<file path="config.mk">
export PLATFORM = sky130hd
export DESIGN_NAME = phase_freq_detector
export DESIGN_NICKNAME = d
export VERILOG_FILES = /design/src/rtl/phase_freq_detector.sv
export SDC_FILE = /design/constraint.sdc
export NUM_CORES = 1
export LEC_CHECK = 0
export BUFFER_PORTS_ARGS = -buffer_cell sky130_fd_sc_hd__buf_2
export CAP_MARGIN = 40
export CORE_UTILIZATION = 55
export CTS_CLUSTER_DIAMETER = 200
export DETAILED_ROUTE_END_ITERATION = 6
export PLACE_DENSITY = 0.77
export SKIP_CTS_REPAIR_TIMING = 1
export SLEW_MARGIN = 20
export SYNTH_ARGS = -nofsm -noshare
export SYNTH_HDL_FRONTEND = slang
export SYNTH_SLANG_ARGS = --single-unit
</file>
<file path="constraint.sdc">
create_clock -name clk -period 3.9 [get_ports clk]
set_clock_uncertainty 0.2 [all_clocks]
set_input_delay 0.39 -clock clk [delete_from_list [all_inputs] [get_ports clk]]
set_output_delay 0.39 -clock clk [all_outputs]
set_load 0.01 [all_outputs]
</file>
<file path="src/rtl/phase_freq_detector.sv">
module phase_freq_detector #(
  parameter int CNT_W      = 8,
  parameter int DB_W       = 4,
  parameter int LOCK_COUNT = 16,
  parameter int BB_PULSE   = 2
) (
  input  logic                    clk,
  input  logic                    rst,
  input  logic                    ref_in,
  input  logic                    fb_in,
  input  logic                    mode,
  input  logic [DB_W-1:0]         deadband_width,
  output logic                    up,
  output logic                    down,
  output logic signed [CNT_W-1:0] phase_err,
  output logic                    locked
);

  localparam int MAG_W = CNT_W - 1;
  localparam int CMP_W = (MAG_W > DB_W) ? MAG_W : DB_W;
  localparam int LCW   = $clog2(LOCK_COUNT + 1);
  localparam int BBW   = $clog2(BB_PULSE + 1);
  localparam logic [MAG_W-1:0] MAG_MAX = '1;

  logic [2:0]       ref_sh, fb_sh;
  logic             ref_rise, fb_rise;
  logic             up_q, dn_q, lead_up, cmp, in_band;
  logic [MAG_W-1:0] mag_q;
  logic [LCW-1:0]   lock_cnt;
  logic [BBW-1:0]   bb_len;
  logic             bb_up;
  logic signed [CNT_W-1:0] err_now;

  assign ref_rise = ref_sh[1] & ~ref_sh[2];
  assign fb_rise  = fb_sh[1] & ~fb_sh[2];
  assign cmp      = up_q & dn_q;
  assign in_band  = CMP_W'(mag_q) <= CMP_W'(deadband_width);
  assign err_now  = lead_up ? $signed({1'b0, mag_q}) : -$signed({1'b0, mag_q});
  assign locked   = lock_cnt == LCW'(LOCK_COUNT);
  assign up       = mode ? (bb_len != '0) &  bb_up : up_q;
  assign down     = mode ? (bb_len != '0) & ~bb_up : dn_q;

  always_ff @(posedge clk) begin
    if (rst) begin
      ref_sh <= '0;
      fb_sh  <= '0;
    end else begin
      ref_sh <= {ref_sh[1:0], ref_in};
      fb_sh  <= {fb_sh[1:0], fb_in};
    end
  end

  always_ff @(posedge clk) begin
    if (rst) begin
      up_q    <= 1'b0;
      dn_q    <= 1'b0;
      lead_up <= 1'b0;
      mag_q   <= '0;
    end else begin
      up_q <= cmp ? ref_rise : (up_q | ref_rise);
      dn_q <= cmp ? fb_rise  : (dn_q | fb_rise);
      if (up_q ^ dn_q) begin
        lead_up <= up_q;
        if (mag_q != MAG_MAX) mag_q <= mag_q + 1'b1;
      end else begin
        mag_q <= '0;
      end
    end
  end

  always_ff @(posedge clk) begin
    if (rst) begin
      phase_err <= '0;
      lock_cnt  <= '0;
      bb_len    <= '0;
      bb_up     <= 1'b0;
    end else begin
      if (cmp) begin
        phase_err <= err_now;
        if (!in_band)
          lock_cnt <= '0;
        else if (!locked)
          lock_cnt <= lock_cnt + 1'b1;
      end
      if (cmp && mode) begin
        bb_len <= in_band ? '0 : BBW'(BB_PULSE);
        bb_up  <= lead_up;
      end else if (bb_len != '0) begin
        bb_len <= bb_len - 1'b1;
      end
    end
  end

  AST_UP_FROM_EDGE: assert property (@(posedge clk) disable iff (rst)
    $rose(up_q) |-> $past(ref_rise));
  AST_PAIR_CLEARS: assert property (@(posedge clk) disable iff (rst)
    (cmp && !(ref_rise && fb_rise)) |=> !(up_q && dn_q));
  AST_ERR_SIGN: assert property (@(posedge clk) disable iff (rst)
    (cmp && mag_q != '0 && lead_up) |=> (phase_err > 0));
  AST_BB_SILENT: assert property (@(posedge clk) disable iff (rst)
    (mode && cmp && in_band) |=> (!mode || (!up && !down)));
  AST_BB_ONE_SIDE: assert property (@(posedge clk) disable iff (rst)
    mode |-> !(up && down));
  AST_LOCK_DROP: assert property (@(posedge clk) disable iff (rst)
    (cmp && !in_band) |=> !locked);

endmodule

</file>
Word level (Yosys, flattened, before mapping)
Cells that the tools add are included.
{ "op_classes": {"addsub": 4, "n_lt_le_gt_ge": 1, "eq_ne": 3, "n_mux": 10, "bitwise": 12, "reduce_logical": 5} }
{ "ops": {"columns": ["cell", "count"], "rows": [
  ["2-to-1 mux 5 bit", 2],
  ["2-to-1 mux 8 bit", 1],
  ["negator 7 -> 8 bit", 1],
  ["adder 7 x 1 -> 7 bit (second input constant)", 1],
  ["less-or-equal comparator 7 x 4 -> 1 bit", 1],
  ["inequality test 7 bit (second input constant)", 1],
  ["2-to-1 mux 2 bit", 3],
  ["adder 5 x 1 -> 5 bit (second input constant)", 1],
  ["bitwise AND 1 bit", 5],
  ["equality test 5 bit (second input constant)", 1],
  ["2-to-1 mux 1 bit", 4],
  ["NOT 1 bit", 4],
  ["nonzero test 2 bit", 2],
  ["inequality test 2 bit (second input constant)", 1],
  ["bitwise OR 1 bit", 2],
  ["AND reduction 2 bit", 1],
  ["OR reduction 2 bit", 1],
  ["subtractor 2 x 1 -> 2 bit (second input constant)", 1],
  ["logical AND 1 bit", 1],
  ["XOR 1 bit", 1]
]} }
{ "totals": {"reg_bits": 32, "in_bits": 9, "word_cells": 45} }

Longest topological paths before layout
Gate-level depths: netlist of run 1.
{ "logic_depth": {"word_depth": 4, "mapped_depth": 7, "ltp_nobuf": 7} }

Worst setup path before layout of run 1
Ideal clock, no wire load.
{ "synth_path": {"path_type": "input-to-reg", "startpoint": "input port deadband_width[3]", "endpoint": "register lock_cnt[0]", "setup_time_ns": 0.103, "t_arrival_ns": 1.544, "required_time_ns": 3.597, "path_slack_ns": 2.052, "path_stages": 6, "n_path_buf": 0, "cell_sequence": "inv_1 > ha_1 > and4b_1 > a211oi_2 > nor2_1 > a2111oi_2"} }
{ "synth_via": {"elab_chain_cells": 3, "elab_cells_between_ends": 4, "classes_between": "1 x order compare; 1 x eq/ne; 1 x mux; 1 x reduce/logical"} }
{ "synth_lines": {"columns": ["element", "line", "text"], "rows": [
  ["start: declaration", "12", "input logic [DB_W-1:0] deadband_width,"],
  ["less-or-equal comparator 7 x 4 -> 1 bit *", "37", "assign in_band = CMP_W'(mag_q) <= CMP_W'(deadband_width);"],
  ["inequality test 2 bit (no source line)", null, null],
  ["AND reduction 2 bit (no source line)", null, null],
  ["end signal: assignment", "83", "lock_cnt <= lock_cnt + 1'b1;"],
  ["end: declaration", "29", "logic [LCW-1:0] lock_cnt;"]
]} }
Every way passes the cells marked *; elsewhere a longest branch is shown, timed or not.
A chain may end at the register's enable or synchronous reset.

Worst setup path in the final report of run 1
{ "layout_path": {"startpoint": "register up_q", "endpoint": "register lock_cnt[3]"} }
{ "layout_via": {"elab_chain_cells": 2} }
{ "layout_lines": {"columns": ["element", "line", "text"], "rows": [
  ["start: declaration", "27", "logic up_q, dn_q, lead_up, cmp, in_band;"],
  ["start signal: assignment", "60", "up_q <= cmp ? ref_rise : (up_q | ref_rise);"],
  ["bitwise AND 1 bit", "36", "assign cmp = up_q & dn_q;"],
  ["net cmp", "27", null],
  ["AND reduction 2 bit (no source line)", null, null]
]} }
The timed path passes the listed nets, and every way through them passes these cells.

==> impl_metrics.toml, run 1 <==
[power]
leakagePower_uw = 0.000727
peakVddDrop_mv = 0.360
p_per_area_nw_per_um2 = 404

[timing]
finalHoldWorstSlack_ns = 0.0669
finalCritPeriodShare_pct = 59.6
hold_violations = 0
relSlewSlack_pct = 52.1
rsz0062_at_grt = "false"
finalSetupViolations = 0
drv_slew = 0
fin_tns_setup_ns = 0
max_freq_mhz = 430
worst_pin_slew_ns = 0.718
period_needed_ns = 2.32

[placement]
gp_congestion = 0.804
detailed_place_hpwl_microns = 2130
dp_cells = 223
placed_area_sq_um = 1670
io_buffers = 19

[drt]
ant_nets = 0
wl_per_cell_microns = 12.8
drt_pass1_iterations = 4
drtIter0Drc = 34
wirelength_microns = 2970
drc = 0
via_per_inst = 5.67
num_vias = 1310

[setup_path]
crit_fanout = 21
crit_required_ns = 3.98
cp-startpoint = "up_q"
r2r_start = "up_q"
path_class = "reg2reg"
critical_path.startpoint_type = "flip-flop"
reg2reg_depth = 5
arrival_ns = 2.41
endpoint_kind = "flip-flop"

[logic_synthesis]
syn-num-nets = 199
ys_ff_latch = 32
syn_inst = 180
ys_types = 42
netlist_area_sq_um = 1570
postSynthAreaPerCell_sq_um = 8.74
yosys_warnings = 0
synth_seq_area_share_pct = 40.7

[outcome]
outcome = "completed"

[die]
start_util_pct = 57.6
coreArea_sq_um = 2730
fp.dieH_microns = 55.5
die_x_microns = 55.5
num_rows = 19
ios = 20
dieArea_sq_um = 3080

[finish]
final_nets = 218
n_antenna_cell = 0
layout-drive-gt1-share_pct = 17.0
syn2layout_area_growth_pct = 10.8
finalInstanceArea_sq_um = 1740
fin_cells = 231

[clocking]
clock-root-buffer = "clkbuf_4"
cts_buffers = 5
clock_path_buffers = 2
clk_pin_slew_ns = 0.10
htreeDepth = 2
clk_latency_ns = 0.33
cts_sinks = 32
tritoncts = "yes"

[worst_hold_path]
hold_path_depth = 2
hold_start = "ref_in"
hold_class = "in2reg"

[global_route]
grt_pass1_wl_microns = 5440
overflow = 0
first_global_vias = 1259
grt_antenna_before_repair = 0
grt_use_total_pct = 22.7
grt_max_degree = 30

[run]
cap_viol_max_count = 0
==> cells in the mapped netlist <==
cell type | instances | area [sq um]
a2111oi_2 | 1 | 15.0
nand2_1 | 10 | 37.5
nor2b_1 | 7 | 43.8
inv_1 | 14 | 52.6
o21ai_0 | 4 | 20.0
nand4bb_2 | 1 | 16.3
nand3b_1 | 2 | 15.0
mux2_2 | 1 | 11.3
o21ai_2 | 1 | 8.76
or4_1 | 2 | 15.0
a211oi_1 | 5 | 37.5
a211oi_2 | 1 | 12.5
nor2_1 | 25 | 93.8
o21bai_1 | 1 | 7.51
nor4b_1 | 1 | 8.76
xnor2_1 | 4 | 35.0
dfxtp_1 | 32 | 641
inv_2 | 1 | 3.75
buf_1 | 2 | 7.51
or3_1 | 2 | 12.5
nand4_1 | 1 | 6.26
a22oi_1 | 2 | 15.0
mux2i_1 | 4 | 40.0
a311oi_1 | 2 | 17.5
nor4_1 | 1 | 6.26
nor3_1 | 2 | 10.0
a21o_1 | 4 | 30.0
and2_1 | 1 | 6.26
a31oi_1 | 3 | 18.8
nand2b_1 | 1 | 6.26
and4b_1 | 1 | 10.0
nand3_2 | 1 | 10.0
xor2_1 | 3 | 26.3
buf_2 | 3 | 15.0
a21oi_1 | 12 | 60.1
clkbuf_1 | 1 | 3.75
clkbuf_8 | 1 | 13.8
o22ai_1 | 1 | 6.26
nand3_1 | 6 | 30.0
and3_1 | 2 | 12.5
ha_1 | 10 | 125
and4_2 | 1 | 10.0
==> kinds of logic (layout without fill, tap and decap cells) <==
family / after synthesis / after routing / synth area share, %
buffers and inverters: 22 / 42 / 6.12
AOI/OAI and AO/OA: 37 / 37 / 15.8
xor gates and xnor gates: 7 / 7 / 3.90
and+or+nand+nor: 67 / 67 / 22.3
muxes: 5 / 5 / 3.26
adders and majority gates: 10 / 10 / 7.95
DFF: 32 / 32 / 40.7
==> path summary, 6_finish.rpt <==
kind | endpoint | slack, ns
max | lock_cnt[3] | 1.58
min reg2reg | ref_sh[1] | 0.25
max reg2reg | lock_cnt[3] | 1.58
min | ref_sh[0] | 0.07
==> flip-flops by register name, indices dropped and copies added (netlist names) <==
name / count
bb_up: 1
bb_len: 2
fb_sh: 3
ref_sh: 3
up_q: 1
phase_err: 8
dn_q: 1
lock_cnt: 5
mag_q: 7
lead_up: 1
==> where the power goes <==
part	switching [uW]	internal [uW]
combinational	53.6	49.3
clock	114	134
sequential	10.5	342
total	178	526
==> layout make-up <==
type	count	area, sq um
Clock buffer	6	41.3
Clock inverter	2	35.0
Fill cell	237	990
Inverter	15	56.3
Multi-Input combinational cell	126	837
Sequential cell	32	641
Tap cell	31	38.8
Timing Repair Buffer	19	95.1
==> layer usage <==
layer	vias up	share of wire [%]	global-route usage, %	routed length, microns
li1	664	-	-	-
met1	621	46	28.6	1370
met2	20	49	36.8	1450
met3	5	3.5	4.92	103
met4	0	1.6	10.7	48
met5	-	0	0	0
==> cells in the final DEF (no fill, tap or decap), types with 3 or more instances in the layout <==
cell / netlist / final
a211oi_1: 5 / 5
a21o_1: 4 / 4
a21oi_1: 12 / 12
a31oi_1: 3 / 3
buf_2: 3 / 19
clkbuf_4: 0 / 5
dfxtp_1: 32 / 32
ha_1: 10 / 10
inv_1: 14 / 14
mux2i_1: 4 / 4
nand2_1: 10 / 10
nand3_1: 6 / 6
nor2_1: 25 / 25
nor2b_1: 7 / 7
o21ai_0: 4 / 4
xnor2_1: 4 / 4
xor2_1: 3 / 3
==> critical path, stage by stage, from the launching register on <==
cell and delay [ns]:
dfxtp_1 0.39, ha_1 0.65, inv_2 0.22, or4_1 0.57, a21oi_1 0.16, a21o_1 0.09
==> through the flow <==
stage / power [uW] / setup slack (ns) / util [%]
2_1_floorplan: 439 / 2.05 / -
3_3_place_gp: 458 / 1.67 / 61.0
3_5_place_dp: 464 / 1.59 / 61.0
4_1_cts: 712 / 1.57 / 63.8
5_1_grt: 744 / 1.32 / 63.8
6_report: 704 / 1.58 / 63.8
No activity file was read; power rests on OpenSTA's default activity.
==> inputs of run 2 (changes only) <==
--- a/config.mk
+++ b/config.mk
@@ -5,12 +5,13 @@
 export SDC_FILE = /design/constraint.sdc
 export NUM_CORES = 1
 export LEC_CHECK = 0
+export ABC_AREA = 1
 export BUFFER_PORTS_ARGS = -buffer_cell sky130_fd_sc_hd__buf_2
 export CAP_MARGIN = 40
-export CORE_UTILIZATION = 55
+export CORE_UTILIZATION = 51
 export CTS_CLUSTER_DIAMETER = 200
 export DETAILED_ROUTE_END_ITERATION = 6
-export PLACE_DENSITY = 0.77
+export PLACE_DENSITY = 0.75
 export SKIP_CTS_REPAIR_TIMING = 1
 export SLEW_MARGIN = 20
 export SYNTH_ARGS = -nofsm -noshare
==> constraint.sdc (replaced) <==
create_clock -name clk -period 2.1 [get_ports clk]
set_clock_uncertainty 0.2 [all_clocks]
set_input_delay 0.21 -clock clk [delete_from_list [all_inputs] [get_ports clk]]
set_output_delay 0.21 -clock clk [all_outputs]
set_load 0.01 [all_outputs]
==> run 2 against run 1 <==
  * Critical path depth up 2
  * Global-route usage down 2.9 points
  * Area after synthesis up 6.0%
  * Register-to-register slack worse by 1.2 ns
  * Power up 72%
  * Clock power up 50%
  * Via count up 6.0%
  * Sequential share of layout area down 2.8 points
  * Final area up 8.4%
  * Critical endpoint is now locked
  * Largest power group unchanged
==> impl_metrics.toml, run 2 <==
[placement]
placed_area_sq_um = 1810
gp_congestion = 0.847
io_buffers = 19
detailed_place_hpwl_microns = 2210

[timing]
worst_pin_slew_ns = 0.356
finalHoldWorstSlack_ns = 0.0408
period_needed_ns = 1.89
rsz0062_at_grt = "false"
max_freq_mhz = 528
hold_violations = 0
fin_tns_setup_ns = 0
finalCritPeriodShare_pct = 90.1
finalSetupViolations = 0
drv_slew = 0
relSlewSlack_pct = 76.3

[die]
die_x_microns = 59.2
num_rows = 20
start_util_pct = 54.2
coreArea_sq_um = 3080
ios = 20
fp.dieH_microns = 59.2
dieArea_sq_um = 3500

[logic_synthesis]
yosys-top-cells-count = "inv_1, dfxtp_1, nand2_1"
yosys_warnings = 0
postSynthAreaPerCell_sq_um = 7.55
ys_ff_latch = 32
synth_ff_type = "dfxtp_1"
netlist_area_sq_um = 1670
syn-num-nets = 240
ys_types = 31
yosys-top-cells-area = "dfxtp_1, inv_1, ha_1, nand2_1, nor2_1"
synth.most_common_cell = "inv_1"
synth_seq_area_share_pct = 38.4
synth-edff-count = 0
synth_top_area_share_pct = 38.4
syn_inst = 221
async_flop_share_pct = 0
synth_top_area_cell = "dfxtp_1"

[finish]
syn2layout_area_growth_pct = 13.4
regMostFlops = "phase_err"
largestRegisters = "phase_err: 8 flops, mag_q: 7 flops, lock_cnt: 5 flops"
layout_commonest_cell = "inv_1"
finalInstanceArea_sq_um = 1890
layout-drive-gt1-share_pct = 19.4
largest_reg_flops = 8
final_nets = 265
layout_common_cells = "inv_1, dfxtp_1, nand2_1, nor2_1, buf_2"
n_antenna_cell = 0

[worst_hold_path]
hold_path_depth = 2
hold_start = "rst"
hold_class = "in2reg"
hold_end = "ref_sh[0]"

[setup_path]
cpMostUsedCell = "inv_1"
reg2reg_depth = 9
r2r_slack_ns = 0.39
critical_path.startpoint_type = "flip-flop"
max_stage_delay_ns = 0.41
cp_cell_sequence = "inv_1 > ha_1 > nand2_1 > inv_1 > nand2_1 > inv_1 > buf_2"
endpoint_kind = "primary output"
r2r_start = "mag_q[2]"
rr_endpoint = "lock_cnt[1]"
crit_required_ns = 1.69
arrival_ns = 1.48
crit_slowest_cell = "dfxtp_1"
crit_fanout = 4
path_class = "reg2out"

[drt]
drtIter0Drc = 30
wirelength_microns = 3040
via_per_inst = 4.77
ant_nets = 0
drc = 0
wl_per_cell_microns = 10.4
drt_pass1_iterations = 4
num_vias = 1389

[power]
p_seq_share_pct = 53.8
p_per_area_nw_per_um2 = 642
p_sw_uw = 339
p_int_uw = 875
peakVddDrop_mv = 0.460
comb_power_share_pct = 15.4
leakagePower_uw = 0.000925
power_frac_clock_pct = 30.7
swShare_pct = 27.9

[global_route]
grt_pass1_wl_microns = 5090
grt_antenna_before_repair = 0
grt_max_degree = 18
first_global_vias = 1200
overflow = 0
grt_use_total_pct = 19.8

[clocking]
htreeDepth = 2
clock-root-buffer = "clkbuf_4"
tritoncts = "yes"
clk_pin_slew_ns = 0.11
cts_sinks = 32
cts_buffers = 5
clock_path_buffers = 2
clk_latency_ns = 0.34

[outcome]
outcome = "completed"

[run]
cap_viol_max_count = 0
-- run 2: routing by layer --
metal,up-vias,wire length [microns],track usage (%)
li1,749,-,-
met1,605,1640,28.0
met2,28,1250,26.5
met3,7,110,6.77
met4,0,46,9.52
met5,-,0,0
-- run 2: kinds of logic (layout without fill, tap and decap cells) --
| kind of cell | count (synthesis) | count (layout) | share of synthesized area, % |
|---|---|---|---|
| compound gates | 34 | 34 | 11.3 |
| buf+inv | 47 | 73 | 11.0 |
| mux | 1 | 1 | 0.675 |
| simple gates | 88 | 88 | 26.4 |
| flops | 32 | 32 | 38.4 |
| fa+ha+maj | 10 | 10 | 7.50 |
| xor+xnor | 9 | 9 | 4.73 |
-- run 2: final cells by class --
type                            count  area (sq um)
Fill cell                         283          1190
Multi-Input combinational cell    142           845
Sequential cell                    32           641
Inverter                           42           159
Timing Repair Buffer               23           130
Tap cell                           44          55.1
Clock buffer                        6          51.3
Clock inverter                      2          10.0
-- run 2: critical path: cells and delay by family (launching register included) --
family | cells | cell delay, ns
buffers and inverters | 4 | 0.35
flip-flops | 1 | 0.41
AND/OR/NAND/NOR | 2 | 0.18
adder cells (fa/ha/maj) | 1 | 0.20
-- run 2: worst max path at each step --
stage / to / slack (ns) / cells after the start / startpoint
after floorplan: lock_cnt[1] / 0.49 / 9 / mag_q[2]
after global placement: lock_cnt[1] / 0.43 / 9 / mag_q[2]
after detailed placement: lock_cnt[1] / 0.38 / 9 / mag_q[2]
after CTS: locked / 0.19 / 7 / lock_cnt[0]
after global routing: locked / 0.11 / 7 / lock_cnt[0]
final: locked / 0.21 / 7 / lock_cnt[0]
-- run 2: power by group through the flow --
stage	clock [uW]	combinational (uW)	sequential, uW
6_report	373	187	653
4_1_cts	383	186	653
2_1_floorplan	0	145	665
5_1_grt	410	212	656
3_3_place_gp	0	183	666
3_5_place_dp	0	183	667
-- run 2: per-stage QoR --
stage | total power, uW | setup slack [ns] | cells | utilization (%)
after floorplan | 810 | 0.493 | 221 | -
after global placement | 850 | 0.435 | 281 | 58.8
after detailed placement | 851 | 0.383 | 281 | 58.8
after CTS | 1220 | 0.186 | 289 | 60.8
after global routing | 1280 | 0.113 | 291 | 61.4
final | 1210 | 0.207 | 291 | 61.4
==> inputs of run 3 (changes only) <==
--- a/config.mk
+++ b/config.mk
@@ -5,13 +5,12 @@
 export SDC_FILE = /design/constraint.sdc
 export NUM_CORES = 1
 export LEC_CHECK = 0
-export ABC_AREA = 1
 export BUFFER_PORTS_ARGS = -buffer_cell sky130_fd_sc_hd__buf_2
 export CAP_MARGIN = 40
-export CORE_UTILIZATION = 51
+export CORE_UTILIZATION = 41
 export CTS_CLUSTER_DIAMETER = 200
 export DETAILED_ROUTE_END_ITERATION = 6
-export PLACE_DENSITY = 0.75
+export PLACE_DENSITY = 0.63
 export SKIP_CTS_REPAIR_TIMING = 1
 export SLEW_MARGIN = 20
 export SYNTH_ARGS = -nofsm -noshare
==> run 3 against run 2 <==
  * Critical endpoint is now lock_cnt[0]
  * Cell count fell by 13%
  * Power rose by 9.9%
  * Critical path type is now reg2reg
  * Via count is 4.2% lower
  * Wire length increased by 12%
  * First-iteration DRC count is 40% higher
  * Utilization down 12 points
  * Non-clock buffer count rose by 1
  * Setup slack lost 0.038 ns
  * Global-route usage is 0.66 points lower
  * Die area grew 17%
==> impl_metrics.toml, run 3 (same netlist as run 1, synthesis figures left out) <==
[outcome]
outcome = "completed"

[setup_path]
cp_cell_sequence = "ha_1 > and4b_1 > a211oi_2 > nor2_1 > a2111oi_2"
reg2reg_depth = 5
endpoint_kind = "flip-flop"
r2r_slack_ns = 0.17
path_class = "reg2reg"
rr_endpoint = "lock_cnt[0]"
max_stage_delay_ns = 0.44
r2r_start = "mag_q[1]"
cp_top_family = "compound AO/OA/AOI/OAI gates"
cp-startpoint = "mag_q[1]"
crit_fanout = 7
arrival_ns = 1.92
crit_required_ns = 2.09
critical_path.startpoint_type = "flip-flop"
crit_slowest_cell = "dfxtp_1"
timing.critical_path.buf_inv = 0

[finish]
regMostFlops = "phase_err"
n_antenna_cell = 0
fillers = 349
largest_reg_flops = 8
final_nets = 223
layout_commonest_cell = "dfxtp_1"
syn2layout_area_growth_pct = 15.7
largestRegisters = "phase_err: 8 flops, mag_q: 7 flops, lock_cnt: 5 flops"
layout-drive-gt1-share_pct = 19.0
layout_common_cells = "dfxtp_1, nor2_1, buf_2, inv_1, a21oi_1"
final_util_pct = 49.7

[timing]
hold_violations = 0
fin_tns_setup_ns = 0
finalCritPeriodShare_pct = 91.9
drv_slew = 0
max_freq_mhz = 518
finalHoldWorstSlack_ns = 0.0501
relSlewSlack_pct = 69.7
finalSetupViolations = 0
period_needed_ns = 1.93
worst_pin_slew_ns = 0.450
rsz0062_at_grt = "false"

[worst_hold_path]
hold_end = "bb_up"
hold_path_depth = 3
hold_class = "in2reg"
hold_start = "mode"

[clocking]
htreeDepth = 2
clock_path_buffers = 2
clk_latency_ns = 0.29
clock-root-buffer = "clkbuf_8"
tritoncts = "yes"
cts_sinks = 32
clk_pin_slew_ns = 0.07
cts_buffers = 5

[global_route]
overflow = 0
grt_pass1_wl_microns = 5840
first_global_vias = 1295
grt_max_degree = 21
grt_use_total_pct = 19.1
grt_antenna_before_repair = 0

[die]
coreArea_sq_um = 3660
fp.dieH_microns = 64.0
ios = 20
dieArea_sq_um = 4090
num_rows = 22
start_util_pct = 43.0
die_x_microns = 64.0

[drt]
wl_per_cell_microns = 13.4
wirelength_microns = 3390
num_vias = 1331
drc = 0
drtIter0Drc = 42
drt_pass1_iterations = 5
via_per_inst = 5.26
ant_nets = 0

[placement]
detailed_place_hpwl_microns = 2390
io_buffers = 19
gp_congestion = 0.827

[power]
p_per_area_nw_per_um2 = 733
peakVddDrop_mv = 0.425
leakagePower_uw = 0.000757

[run]
cap_viol_max_count = 0
==> run 3: changes by cell type in the layout (fill, tap and decap cells not counted), sizes merged, moves of 6 or more <==
cell	delta
nand3	-12
nor2b	+7
nand2	-22
o21ai	-10
inv	-26
a211oi	+6
==> run 3: final cells by class <==
cell class / instances / area, sq um / share of cell area [%]
clock buffer: 5 / 68.8 / 3.78
multi-input combinational: 126 / 837 / 46.0
sequential: 32 / 642 / 35.3
clock inverter: 3 / 18.8 / 1.03
timing repair buffer: 24 / 138 / 7.56
tap: 48 / 60.1 / 3.30
inverter: 15 / 56.3 / 3.09
==> run 3: worst reg2reg max path, delay by kind of cell (launching register included) <==
| kind | cells | cell delay (ns) |
|---|---|---|
| compound gates | 2 | 0.60 |
| fa+ha+maj | 1 | 0.29 |
| flops | 1 | 0.44 |
| simple gates | 2 | 0.31 |
==> run 3: metal layers <==
| metal | share of wire (%) | vias up | routed length (microns) | GRT usage (%) |
|---|---|---|---|---|
| met1 | 44 | 619 | 1510 | 21.4 |
| li1 | - | 672 | - | - |
| met3 | 3.8 | 9 | 128 | 5.00 |
| met2 | 49 | 31 | 1660 | 32.2 |
| met5 | 0 | - | 0 | 0 |
| met4 | 2.8 | 0 | 95 | 11.6 |
==> run 3: how the worst max path moves through the flow <==
| stage | endpoint | cells after the start | slack [ns] |
|---|---|---|---|
| after floorplan | lock_cnt[0] | 5 | 0.30 |
| after global placement | lock_cnt[0] | 5 | 0.22 |
| after detailed placement | lock_cnt[0] | 5 | 0.15 |
| after CTS | lock_cnt[0] | 5 | 0.12 |
| after global routing | lock_cnt[1] | 6 | 0.03 |
| final | lock_cnt[0] | 5 | 0.17 |
==> run 3: where the power goes <==
part,internal (uW),switching (uW)
combinational,97.1,113
sequential,636,20.6
clock,230,237
total,963,371
==> run 3: through the flow <==
step	power, uW	worst slack (ns)	area [sq um]	cells
after floorplan	816	0.295	1570	180
after global placement	855	0.220	1710	243
after detailed placement	872	0.146	1710	243
after CTS	1350	0.115	1800	251
after global routing	1410	0.0313	1820	253
final	1330	0.169	1820	253
